File: src/rtl/gpio_port_pkg.sv
package gpio_port_pkg;

  // Register selected by the current bus address
  typedef enum logic [2:0] {
    TGT_NONE  = 3'd0,
    TGT_DATA  = 3'd1,
    TGT_OMODE = 3'd2,
    TGT_IMODE = 3'd3,
    TGT_SKIP  = 3'd4
  } gpio_tgt_e;

  // Output enable of one pad from its latch bit and modes
  function automatic logic pad_enable(input logic latch, input logic push_pull,
                                      input logic analog);
    logic en;
    if (analog) en = 1'b0;
    else if (push_pull) en = 1'b1;
    else en = ~latch;
    return en;
  endfunction

  // Output value of one pad: only a push-pull digital pin drives high
  function automatic logic pad_level(input logic latch, input logic push_pull,
                                     input logic analog);
    return latch & push_pull & ~analog;
  endfunction

  // Merge a single-bit update into one register bit
  function automatic logic bit_merge(input logic old_bit, input logic hit,
                                     input logic new_bit);
    return hit ? new_bit : old_bit;
  endfunction

endpackage

File: src/rtl/gpio_sfr_decode.sv
module gpio_sfr_decode
  import gpio_port_pkg::*;
#(
  parameter int ADDR_W = 8,
  parameter logic [ADDR_W-1:0] DATA_ADDR  = 'h80,
  parameter logic [ADDR_W-1:0] OMODE_ADDR = 'hA4,
  parameter logic [ADDR_W-1:0] IMODE_ADDR = 'hF1,
  parameter logic [ADDR_W-1:0] SKIP_ADDR  = 'hD4
) (
  input  logic [ADDR_W-1:0] addr,
  output gpio_tgt_e         tgt
);

  always_comb begin
    if (addr == DATA_ADDR) tgt = TGT_DATA;
    else if (addr == OMODE_ADDR) tgt = TGT_OMODE;
    else if (addr == IMODE_ADDR) tgt = TGT_IMODE;
    else if (addr == SKIP_ADDR) tgt = TGT_SKIP;
    else tgt = TGT_NONE;
  end

endmodule

File: src/rtl/gpio_pin_sync.sv
module gpio_pin_sync #(
  parameter int NPINS = 8
) (
  input  logic             clk,
  input  logic             rst_n,
  input  logic [NPINS-1:0] pad_in,
  output logic [NPINS-1:0] pin_sync
);

  logic [NPINS-1:0] stage1_q;
  logic [NPINS-1:0] stage2_q;

  for (genvar i = 0; i < NPINS; i++) begin : g_pin
    always_ff @(posedge clk or negedge rst_n) begin
      if (!rst_n) begin
        stage1_q[i] <= 1'b0;
        stage2_q[i] <= 1'b0;
      end else begin
        stage1_q[i] <= pad_in[i];
        stage2_q[i] <= stage1_q[i];
      end
    end
  end

  assign pin_sync = stage2_q;

  // Cycles since reset, saturating, so the latency check never looks before reset
  logic [1:0] warm_q;
  always_ff @(posedge clk or negedge rst_n) begin
    if (!rst_n) warm_q <= 2'd0;
    else if (warm_q != 2'd3) warm_q <= warm_q + 2'd1;
  end


  sync_latency_chk: assert property (@(posedge clk) disable iff (!rst_n)
    (warm_q == 2'd3) |-> (pin_sync == $past(pad_in, 2)));

endmodule

File: src/rtl/gpio_pad_drive.sv
module gpio_pad_drive
  import gpio_port_pkg::*;
#(
  parameter int NPINS = 8,
  parameter logic [NPINS-1:0] FORCE_OD_MASK = 'h03
) (
  input  logic             clk,
  input  logic             rst_n,
  input  logic [NPINS-1:0] latch,
  input  logic [NPINS-1:0] omode,
  input  logic [NPINS-1:0] imode,
  output logic [NPINS-1:0] pad_oe,
  output logic [NPINS-1:0] pad_out
);

  logic [NPINS-1:0] push_pull;

  for (genvar i = 0; i < NPINS; i++) begin : g_drv
    if (FORCE_OD_MASK[i]) begin : g_forced
      assign push_pull[i] = 1'b0;
    end else begin : g_moded
      assign push_pull[i] = omode[i];
    end
    assign pad_oe[i]  = pad_enable(latch[i], push_pull[i], imode[i]);
    assign pad_out[i] = pad_level(latch[i], push_pull[i], imode[i]);
  end


  analog_quiet_chk: assert property (@(posedge clk) disable iff (!rst_n)
    ((pad_oe & imode) == '0) && ((pad_out & imode) == '0));


  forced_od_chk: assert property (@(posedge clk) disable iff (!rst_n)
    ((pad_out & FORCE_OD_MASK) == '0) &&
    ((pad_oe & FORCE_OD_MASK & ~imode) == (~latch & FORCE_OD_MASK & ~imode)));


  drive_high_chk: assert property (@(posedge clk) disable iff (!rst_n)
    ((pad_out & ~pad_oe) == '0) && ((pad_out & ~latch) == '0));

endmodule

File: src/rtl/gpio_port_regs.sv
module gpio_port_regs
  import gpio_port_pkg::*;
#(
  parameter int NPINS  = 8,
  parameter int ADDR_W = 8,
  parameter logic [ADDR_W-1:0] DATA_ADDR  = 'h80,
  parameter logic [ADDR_W-1:0] OMODE_ADDR = 'hA4,
  parameter logic [ADDR_W-1:0] IMODE_ADDR = 'hF1,
  parameter logic [ADDR_W-1:0] SKIP_ADDR  = 'hD4,
  parameter logic [NPINS-1:0]  FORCE_OD_MASK = 'h03,
  parameter logic [NPINS-1:0]  OMODE_RST = '0,
  parameter logic [NPINS-1:0]  IMODE_RST = '0,
  parameter logic [NPINS-1:0]  SKIP_RST  = '0,
  localparam int IDX_W = (NPINS > 1) ? $clog2(NPINS) : 1
) (
  input  logic              clk,
  input  logic              rst_n,
  input  logic [ADDR_W-1:0] sfr_addr,
  input  logic              sfr_wr,
  input  logic [NPINS-1:0]  sfr_wdata,
  input  logic              sfr_rd,
  input  logic              sfr_rmw,
  input  logic              bit_wr,
  input  logic [IDX_W-1:0]  bit_idx,
  input  logic              bit_val,
  output logic [NPINS-1:0]  sfr_rdata,
  input  logic [NPINS-1:0]  pad_in,
  output logic [NPINS-1:0]  pad_oe,
  output logic [NPINS-1:0]  pad_out,
  output logic [NPINS-1:0]  skip_mask
);

  localparam logic [NPINS-1:0] ONE_HOT0 = {{(NPINS-1){1'b0}}, 1'b1};

  gpio_tgt_e        tgt;
  logic [NPINS-1:0] data_q, data_d;
  logic [NPINS-1:0] omode_q, imode_q, skip_q;
  logic [NPINS-1:0] pin_sync;
  logic [NPINS-1:0] pin_view;
  logic [NPINS-1:0] bit_sel;

  // Named write events for the checks
  logic byte_wr_data, byte_wr_omode, byte_wr_imode, byte_wr_skip;
  logic bit_wr_data, bit_wr_elsewhere;

  gpio_sfr_decode #(
    .ADDR_W(ADDR_W), .DATA_ADDR(DATA_ADDR), .OMODE_ADDR(OMODE_ADDR),
    .IMODE_ADDR(IMODE_ADDR), .SKIP_ADDR(SKIP_ADDR)
  ) u_decode (
    .addr(sfr_addr),
    .tgt (tgt)
  );

  assign byte_wr_data     = sfr_wr && (tgt == TGT_DATA);
  assign byte_wr_omode    = sfr_wr && (tgt == TGT_OMODE);
  assign byte_wr_imode    = sfr_wr && (tgt == TGT_IMODE);
  assign byte_wr_skip     = sfr_wr && (tgt == TGT_SKIP);
  assign bit_wr_data      = bit_wr && !sfr_wr && (tgt == TGT_DATA);
  assign bit_wr_elsewhere = bit_wr && !sfr_wr && (tgt != TGT_DATA);

  // Per-bit selection for the single-bit write path
  for (genvar i = 0; i < NPINS; i++) begin : g_bitsel
    assign bit_sel[i] = bit_wr_data && (bit_idx == IDX_W'(i));
  end

  // Next latch value: a byte write wins over a bit write in the same cycle
  always_comb begin
    data_d = data_q;
    if (byte_wr_data) begin
      data_d = sfr_wdata;
    end else begin
      for (int i = 0; i < NPINS; i++) begin
        data_d[i] = bit_merge(data_q[i], bit_sel[i], bit_val);
      end
    end
  end

  always_ff @(posedge clk or negedge rst_n) begin
    if (!rst_n) begin
      data_q  <= '1;
      omode_q <= OMODE_RST;
      imode_q <= IMODE_RST;
      skip_q  <= SKIP_RST;
    end else begin
      data_q <= data_d;
      if (byte_wr_omode) omode_q <= sfr_wdata;
      if (byte_wr_imode) imode_q <= sfr_wdata;
      if (byte_wr_skip)  skip_q  <= sfr_wdata;
    end
  end

  gpio_pin_sync #(.NPINS(NPINS)) u_sync (
    .clk     (clk),
    .rst_n   (rst_n),
    .pad_in  (pad_in),
    .pin_sync(pin_sync)
  );

  // Analog pins read as 0 on the digital path
  assign pin_view = pin_sync & ~imode_q;

  gpio_pad_drive #(.NPINS(NPINS), .FORCE_OD_MASK(FORCE_OD_MASK)) u_drive (
    .clk    (clk),
    .rst_n  (rst_n),
    .latch  (data_q),
    .omode  (omode_q),
    .imode  (imode_q),
    .pad_oe (pad_oe),
    .pad_out(pad_out)
  );

  always_comb begin
    sfr_rdata = '0;
    if (sfr_rd) begin
      case (tgt)
        TGT_DATA:  sfr_rdata = sfr_rmw ? data_q : pin_view;
        TGT_OMODE: sfr_rdata = omode_q;
        TGT_IMODE: sfr_rdata = imode_q;
        TGT_SKIP:  sfr_rdata = skip_q;
        default:   sfr_rdata = '0;
      endcase
    end
  end

  assign skip_mask = skip_q;


  plain_read_chk: assert property (@(posedge clk) disable iff (!rst_n)
    (sfr_rd && !sfr_rmw && (sfr_addr == DATA_ADDR)) |-> (sfr_rdata == (pin_sync & ~imode_q)));


  rmw_read_chk: assert property (@(posedge clk) disable iff (!rst_n)
    (sfr_rd && sfr_rmw && (sfr_addr == DATA_ADDR)) |-> (sfr_rdata == data_q));


  byte_store_chk: assert property (@(posedge clk) disable iff (!rst_n)
    byte_wr_data |=> (data_q == $past(sfr_wdata)));


  bit_set_chk: assert property (@(posedge clk) disable iff (!rst_n)
    bit_wr_data |=> (data_q[$past(bit_idx)] == $past(bit_val)));


  bit_keep_chk: assert property (@(posedge clk) disable iff (!rst_n)
    bit_wr_data |=> (((data_q ^ $past(data_q)) & ~(ONE_HOT0 << $past(bit_idx))) == '0));


  bit_elsewhere_chk: assert property (@(posedge clk) disable iff (!rst_n)
    bit_wr_elsewhere |=> ($stable(data_q) && $stable(omode_q) && $stable(imode_q) && $stable(skip_q)));


  idle_read_chk: assert property (@(posedge clk) disable iff (!rst_n)
    (!sfr_rd || (tgt == TGT_NONE)) |-> (sfr_rdata == '0));

endmodule

File: config.mk
export PLATFORM = sky130hd
export DESIGN_NAME = gpio_port_regs
export DESIGN_NICKNAME = d
export VERILOG_FILES = /design/src/rtl/gpio_port_pkg.sv /design/src/rtl/gpio_sfr_decode.sv /design/src/rtl/gpio_pin_sync.sv /design/src/rtl/gpio_pad_drive.sv /design/src/rtl/gpio_port_regs.sv
export SDC_FILE = /design/constraint.sdc
export NUM_CORES = 1
export LEC_CHECK = 0
export ABC_AREA = 1
export ABC_CLOCK_PERIOD_IN_PS = 1660
export BUFFER_PORTS_ARGS = -buffer_cell sky130_fd_sc_hd__buf_2
export CORE_ASPECT_RATIO = 1.1
export CORE_UTILIZATION = 40
export CTS_CLUSTER_SIZE = 14
export DETAILED_ROUTE_END_ITERATION = 16
export RECOVER_POWER = 50
export SLEW_MARGIN = 20
export SYNTH_ARGS = -nofsm -noshare
export SYNTH_HDL_FRONTEND = slang
export SYNTH_SLANG_ARGS = --single-unit
File: constraint.sdc
create_clock -name clk -period 1.66 [get_ports clk]
set_input_delay 0.332 -clock clk [delete_from_list [all_inputs] [get_ports clk]]
set_output_delay 0.332 -clock clk [all_outputs]
set_load 0.03 [all_outputs]
# [Word level (Yosys, flattened, before mapping)]
# Cells that the tools add are included.
[word_totals] reg_bits=48 input_bits=34 out_inout_bits=32 word_cells=124
[classes] eq_ne=15 mux=30 bitwise_logic=28 n_reduce_logical=24
[op_table] cell="$eq A8 B8 Y1 const B" count=4
[op_table] cell="$pmux W8 S4" count=1
[op_table] cell="$mux W8" count=3
[op_table] cell="$mux W1" count=22
[op_table] cell="$reduce_bool A2 Y1" count=8
[op_table] cell="$eq A3 B3 Y1 const B" count=5
[op_table] cell="$logic_and A1 B1 Y1" count=14
[op_table] cell="$not A1 Y1" count=14
[op_table] cell="$and A1 B1 Y1" count=12
[op_table] cell="$eq A3 B2 Y1 const B" count=4
[op_table] cell="$mux W3" count=4
[op_table] cell="$and A8 B8 Y8" count=1
[op_table] cell="$not A8 Y8" count=1
[op_table] cell="$eq A3 B1 Y1 const B" count=2
[op_table] cell="$logic_not A3 Y1" count=1
[op_table] cell="$logic_not A1 Y1" count=1

# [Longest topological paths before layout]
# Gate-level depths: netlist of run 1.
[depth] word_depth=10 ltp_mapped=9 depth_no_buf=9

# [Cells and area by module]
# A second synthesis of run 1 with hierarchy kept.
[hier_totals] hier_cells=339 hier_area_um2=2572.5
[by_module_without_submodules] mod="gpio_port_regs" n_inst=1 cells_each=265 area_each_um2=1931.9 seq_area_each_um2=810.8
[by_module_without_submodules] mod="gpio_pin_sync" n_inst=1 cells_each=16 area_each_um2=400.4 seq_area_each_um2=400.4
[by_module_without_submodules] mod="gpio_pad_drive" n_inst=1 cells_each=29 area_each_um2=123.9 seq_area_each_um2=0.0
[by_module_without_submodules] mod="gpio_sfr_decode" n_inst=1 cells_each=29 area_each_um2=116.4 seq_area_each_um2=0.0

# [Worst setup path after synthesis of run 1]
# OpenSTA, ideal clock, no wires.
[synth_timing] kind="input -> output" from="input port sfr_addr[3]" to="output port sfr_rdata[6]" t_arrival_ps=1439 t_required_ps=1328 setup_slack_ps=-111 cell_stages=8 path_buffers=1 cell_sequence="nor2_2 nand3_1 nor2_4 buf_6 nand2_1 nand2_1 nor2_1 nor2_1"
[synth_via] elab_chain_cells=8 word_cells_on_any_way=14
[synth_lines] item="from (decl)" line_no="gpio_port_regs.sv:18" source="input logic [ADDR_W-1:0] sfr_addr,"
[synth_lines] item="$eq A8 B8 Y1" line_no="gpio_sfr_decode.sv:18" source="else if (addr == SKIP_ADDR) tgt = TGT_SKIP;"
[synth_lines] item="$mux W3" line_no="gpio_sfr_decode.sv:18"
[synth_lines] item="$mux W3" line_no="gpio_sfr_decode.sv:17" source="else if (addr == IMODE_ADDR) tgt = TGT_IMODE;"
[synth_lines] item="$mux W3" line_no="gpio_sfr_decode.sv:16" source="else if (addr == OMODE_ADDR) tgt = TGT_OMODE;"
[synth_lines] item="$mux W3 (*)" line_no="gpio_sfr_decode.sv:15" source="if (addr == DATA_ADDR) tgt = TGT_DATA;"
[synth_lines] item="$eq A3 B3 Y1 (tied with other cells)" line_no="gpio_port_regs.sv:115" source="case (tgt)"
[synth_lines] item="$pmux W8 S4 (*)" line_no="gpio_port_regs.sv:115"
[synth_lines] item="$mux W8 (*)" line_no="gpio_port_regs.sv:114" source="if (sfr_rd) begin"
[synth_lines] item="to (decl)" line_no="gpio_port_regs.sv:26" source="output logic [NPINS-1:0] sfr_rdata,"
# Every way passes the cells marked *; elsewhere a longest branch is shown, timed or not.

# [Worst setup path after layout of run 1]
[layout_timing] from="register data_q[2]" to="output port sfr_rdata[2]"
[layout_via] elab_chain_cells=3
[layout_lines] item="from (decl)" line_no="gpio_port_regs.sv:36" source="logic [NPINS-1:0] data_q, data_d;"
[layout_lines] item="from (signal assigned)" line_no="gpio_port_regs.sv:85" source="data_q <= data_d;"
[layout_lines] item="$mux W8" line_no="gpio_port_regs.sv:116" source="TGT_DATA: sfr_rdata = sfr_rmw ? data_q : pin_view;"
[layout_lines] item="$pmux W8 S4" line_no="gpio_port_regs.sv:115"
[layout_lines] item="$mux W8" line_no="gpio_port_regs.sv:114"
# No other way between the ends.

==> out/results.txt, run 1 <==
status -> finished, violations left
failing checks -> setup timing
WP data required -> 1330 ps
startpoint types -> flop
Final Max Slew Viols -> 0
CP Capture Type -> output pin
width of the die -> 79.17 um
Final setup viols -> 8
synth unique cells -> 24
clock-pin slew on the worst setup and hold paths -> 90 ps
commonest non-fill, non-tap cell in the layout -> nand2_1
DRC -> 0
H-tree Lvls -> 2
total power -> 2.550 mW
post-route setup TNS -> -724.8 ps
Starting Density -> 42.05%
die span in y -> 86.88 um
WL/cell -> 13.35 um
unrepaired setup endpoints after global routing -> yes
fin nets -> 493
Ant. Diodes -> 0
DP Cell Count -> 519
setup slack after layout -> -132.6 ps
Total Routed Length -> 7.208 mm
vias per cell -> 4.776
core area -> 6231 sq um
Final Hold Fails -> 0
period utilization -> 108.0%
CTS tree -> built
Hold Path Stages -> 1
Mapped Area -> 2620 sq um
share of cells above drive strength 1 -> 34.35%
Final Util -> 57.41%
GP Congestion -> 0.8053
EDFF count, synth -> 0
Layout fillers -> 615
pre-CTS setup slack -> -213.1 ps
fin cells -> 540
Root Driver -> clkbuf_8
Starting DRT DRC Count -> 116
Critical Path Fanout Max -> 2
leading register cell type out of synthesis -> dfrtp_1
reg-to-reg endpoint -> data_q[2]$_DFFE_PN1P_
Die ar. -> 6878 sq um
min-delay src -> pad_in[2]
f_max -> 557.9 MHz
io pins -> 66
Overall Global Routing Usage -> 22.45%
Worst Tran Pin Value -> 526.8 ps
leakage power total -> 1.920 nW
Cells after Synth -> 359
R2R depth -> 3
area grow syn2layout -> 36.53%
reg2reg start -> data_q[2]$_DFFE_PN1P_
Mapped Avg Cell Area -> 7.298 sq um
largest net degree at the start of global routing -> 22
max cap viols -> 0
maximum vdd drop -> 0.4734 mV
initial antenna violation count -> 0
Arrival @ worst endpoint -> 1460 ps
vias in the first global route -> 2,375
TritonCTS Sinks -> 48
Yosys warnings -> 0
cts bufs inserted -> 5
number of port buffers -> 63
first-pass detailed-route iteration total -> 4
first-pass GRT wire length -> 11.76 mm
worst-skew pair later-pin latency -> 300 ps
gr ovfl total -> 0
row count -> 30
type of the worst min-delay path -> input port to flop
commonest non-fill, non-tap cells in the layout -> nand2_1 (122), buf_2 (49), nand3_1 (40), dfrtp_1 (40), buf_4 (35)
HPWL Detailed -> 5.249 mm
post-route ant nets -> 0
clk buf depth -> 2
setup slack, reg-to-reg -> 770 ps
fin crit period -> 1793 ps
async set or reset register ratio after synthesis -> 100.0%
via count -> 2,579
clock skew -> 0.3723 ps
Cell Pwr Density -> 712.9 nW/um^2
Worst Hold Endpoint -> u_sync.stage1_q[2]$_DFF_PN0_
register area share after synthesis -> 46.23%
Yosys reg bits -> 48
worst rel slew slack -> 64.88%
CP Class -> flop to output pin
-- sequential cells by signal (all words and copies together) (netlist names) --
name             flops
data_q               8
imode_q              8
skip_mask            8
u_sync.stage1_q      8
u_sync.pin_sync      8
omode_q              8
-- layout make-up --
type / count / area, sq um / share of cell area (%)
repair buffers: 100 / 680.7 / 19.03
clock inverters: 2 / 35.03 / 0.9794
clock buffers: 6 / 72.57 / 2.029
inverters: 39 / 148.9 / 4.162
well taps: 80 / 100.1 / 2.798
flip-flops and latches: 48 / 1211 / 33.86
multi-input cells: 265 / 1329 / 37.15
-- per-stage QoR --
step                instance area (sq um)  hold WS (ps)
global route                         3577         121.2
detailed placement                   3214         314.4
global placement                     3214         315.9
finish                               3577         124.1
CTS                                  3530         124.1
floorplan                            2644         36.41
-- cells in the mapped netlist, types with 2 or more instances --
cell type	count	area share [%]
nand2_1	123	18
nor2_2	2	0.48
buf_6	3	1.3
nand3_1	44	8.4
o21ai_0	16	3.1
inv_1	36	5.2
nand2_2	4	0.95
nor2_1	38	5.4
dfrtp_1	40	38
nor2_4	4	1.7
buf_4	4	1.1
nor2_8	2	1.5
dfstp_2	8	8.0
o21ai_1	13	2.5
buf_2	2	0.38
nand3b_1	2	0.57
nor3_1	6	1.1
a21oi_1	6	1.1
-- power breakdown --
part / internal [mW] / switching, mW / total (mW)
sequential: 1.24 / 0.0399 / 1.28
clock: 0.448 / 0.392 / 0.840
combinational: 0.148 / 0.281 / 0.429
-- repair_timing --
action | 4_1_cts | 5_1_grt
pin swaps | 8 | 7
hold buffers | 1 | 0
buffers inserted | 5 | 5
gates resized for setup | 53 | 9
hold endpoints to repair | 10 | 0
endpoints found under the setup margin | 10 | 10
cloned | 2 | 0
-- routing by layer --
layer / wire [um] / global-route usage (%) / vias to the layer above / part of all wire [%]
li1: - / - / 1329 / -
met3: 281 / 3.455 / 10 / 3.9
met2: 3509 / 37.54 / 52 / 49
met4: 131 / 6.942 / 0 / 1.8
met5: 0 / 0 / - / 0
met1: 3285 / 29.93 / 1188 / 46
-- how the worst max path moves through the flow --
stage	startpoint	endpoint	slack, ps
6_report	data_q[2]$_DFFE_PN1P_	sfr_rdata[2]	-130
3_5_place_dp	sfr_addr[1]	sfr_rdata[5]	-210
2_1_floorplan	sfr_addr[3]	sfr_rdata[6]	20
4_1_cts	data_q[5]$_DFFE_PN1P_	sfr_rdata[5]	-120
5_1_grt	data_q[6]$_DFFE_PN1P_	sfr_rdata[6]	-210
3_3_place_gp	sfr_addr[1]	sfr_rdata[5]	-180
-- critical path: stages (launching register included) --
cell,delay [ps]
dfstp_2,560
inv_2,40
o21ai_2,90
nand2_1,60
o21ai_1,90
nor2_1,60
nor2_2,110
buf_6,140
-- cells by family after synthesis --
family,after synthesis,synth area share (%)
simple gates,226,38.30
buf+inv,49,8.643
compound gates,35,6.686
flops,48,46.23
other cells,1,0.1431
(Power assumes the default switching activity.)
==> run 2, diff against run 1 <==
--- a/config.mk
+++ b/config.mk
@@ -8,10 +8,13 @@
 export ABC_AREA = 1
 export ABC_CLOCK_PERIOD_IN_PS = 1660
 export BUFFER_PORTS_ARGS = -buffer_cell sky130_fd_sc_hd__buf_2
+export CELL_PAD_IN_SITES_DETAIL_PLACEMENT = 2
+export CELL_PAD_IN_SITES_GLOBAL_PLACEMENT = 2
 export CORE_ASPECT_RATIO = 1.1
-export CORE_UTILIZATION = 40
+export CORE_UTILIZATION = 29
 export CTS_CLUSTER_SIZE = 14
 export DETAILED_ROUTE_END_ITERATION = 16
+export PLACE_DENSITY_LB_ADDON = 0.1
 export RECOVER_POWER = 50
 export SLEW_MARGIN = 20
 export SYNTH_ARGS = -nofsm -noshare
==> run 2 against run 1 <==
  * The run still ends with setup timing left
  * Cell count grew 10%
  * Critical path depth is 3 higher
  * Largest power group unchanged
  * Wire length rose by 46%
  * Non-clock buffer count up 23
  * Core utilization fell by 13 points
  * Largest cell class unchanged
  * Setup slack worse by 16 ps
==> out/results.txt, run 2 (same netlist as run 1, synthesis figures left out) <==
HPWL Detailed -> 7.206 mm
Layout fillers -> 1,060
via count -> 2,842
first-pass GRT wire length -> 15.32 mm
Overall Global Routing Usage -> 21.51%
Final Util -> 44.69%
clock skew -> 4.750 ps
width of the die -> 92.63 um
# hold bufs at CTS -> 0
H-tree Lvls -> 2
CP Class -> input port to output pin
WP data required -> 1330 ps
clock-pin slew on the worst setup and hold paths -> 100 ps
status -> finished, violations left
number of port buffers -> 63
area grow syn2layout -> 50.57%
worst-skew pair later-pin latency -> 290 ps
startpoint types -> input port
total power -> 2.626 mW
TritonCTS Sinks -> 48
WL/cell -> 17.73 um
Arrival @ worst endpoint -> 1480 ps
DRC -> 0
setup slack after layout -> -148.2 ps
CTS tree -> built
io pins -> 66
Final setup viols -> 8
max cap viols -> 0
die span in y -> 101.7 um
f_max -> 553.0 MHz
unrepaired setup endpoints after global routing -> yes
Worst Tran Pin Value -> 1241 ps
vias per cell -> 4.785
worst rel slew slack -> 17.27%
period utilization -> 108.9%
Fin Hold WS -> 126.3 ps
Starting Density -> 29.68%
vias in the first global route -> 2,944
share of cells above drive strength 1 -> 42.29%
GP Congestion -> 0.7637
fin crit period -> 1808 ps
Total Routed Length -> 10.53 mm
Final Hold Fails -> 0
failing checks -> setup timing
Ant. Diodes -> 0
leakage power total -> 2.081 nW
Starting DRT DRC Count -> 71
Root Driver -> clkbuf_8
cts bufs inserted -> 5
row count -> 36
core area -> 8828 sq um
fin nets -> 514
initial antenna violation count -> 0
Cell Pwr Density -> 665.5 nW/um^2
maximum vdd drop -> 0.2941 mV
placed cell areas -> 3379 sq um
post-route ant nets -> 0
first-pass detailed-route iteration total -> 4
DP Cell Count -> 566
finished layout cell area -> 3945 sq um
type of the worst min-delay path -> input port to flop
CP Capture Type -> output pin
largest net degree at the start of global routing -> 49
commonest non-fill, non-tap cells in the layout -> nand2_1 (109), buf_4 (56), buf_2 (44)
Die ar. -> 9419 sq um
Final Max Slew Viols -> 0
Critical Path Fanout Max -> 4
gr ovfl total -> 0
fin cells -> 594
commonest non-fill, non-tap cell in the layout -> nand2_1
clk buf depth -> 2
==> run 2: cell types whose count changed in the layout (fill, tap and decap cells not counted), moves of 2 or more <==
cell and delta:
nand2_2 +12, buf_6 +6, nor3_1 -2, nand2_1 -13, clkbuf_16 +2, o21ai_1 -4
buf_4 +21, buf_2 -5, nor3_2 +2, nor2_4 -3, buf_12 +3, nor2_2 +3
nor2_1 -2, o21ai_2 +4
==> run 2: power by group <==
group	switching [mW]	internal, mW
Clock	0.401	0.443
Sequential	0.0403	1.24
Combinational	0.320	0.180
Total	0.761	1.86
==> run 2: repair_timing <==
item,CTS,global route
resized for setup,45,53
pin swaps,11,21
setup endpoints to repair,9,12
cloned,0,2
setup buffers,10,9
==> run 2: path summary, 6_finish.rpt <==
check | from | endpoint | slack [ps] | depth (start not counted)
setup / recovery | sfr_addr[0] | sfr_rdata[1] | -150 | 10
min in group asynchronous | rst_n | u_sync.pin_sync[4]$_DFF_PN0_ | 360 | 2
setup reg to reg | data_q[0]$_DFFE_PN1P_ | data_q[0]$_DFFE_PN1P_ | 730 | 4
hold / removal | pad_in[4] | u_sync.stage1_q[4]$_DFF_PN0_ | 130 | 1
hold reg to reg | u_sync.stage1_q[5]$_DFF_PN0_ | u_sync.pin_sync[5]$_DFF_PN0_ | 360 | 0
max in group asynchronous | rst_n | imode_q[1]$_DFFE_PN0P_ | 450 | 2
==> run 2: stage by stage <==
step | setup slack, ps | TNS [ps]
finish | -148.2 | -1031
global route | -242.3 | -1615
detailed placement | -296.3 | -3653
global placement | -265.0 | -2350
CTS | -164.6 | -1151
floorplan | 20.75 | 0
==> run 2: area by class of cell <==
class / count / area (sq um) / share of cell area (%)
Multi-Input combinational cell: 263 / 1373 / 34.79
Clock inverter: 1 / 30.03 / 0.7612
Sequential cell: 48 / 1212 / 30.73
Inverter: 39 / 150.1 / 3.806
Timing Repair Buffer: 123 / 964.7 / 24.45
Clock buffer: 6 / 72.57 / 1.840
Tap cell: 114 / 142.6 / 3.616
==> run 2: metal layers <==
layer  vias up  track usage, %  share of wire [%]
met5         -               0                  0
met1      1411           27.10                 42
li1       1368               -                  -
met4         0           4.734               0.92
met3         8           2.477                3.1
met2        55           39.54                 54
==> run 2: worst max-delay path, stage by stage <==
cell and delay, ps:
buf_6 100, nor2_4 150, nand3_4 100, nor2_4 180, clkbuf_16 170, nand2_4 50
nand2_4 80, nor2_2 40, nor2_2 110, buf_6 140
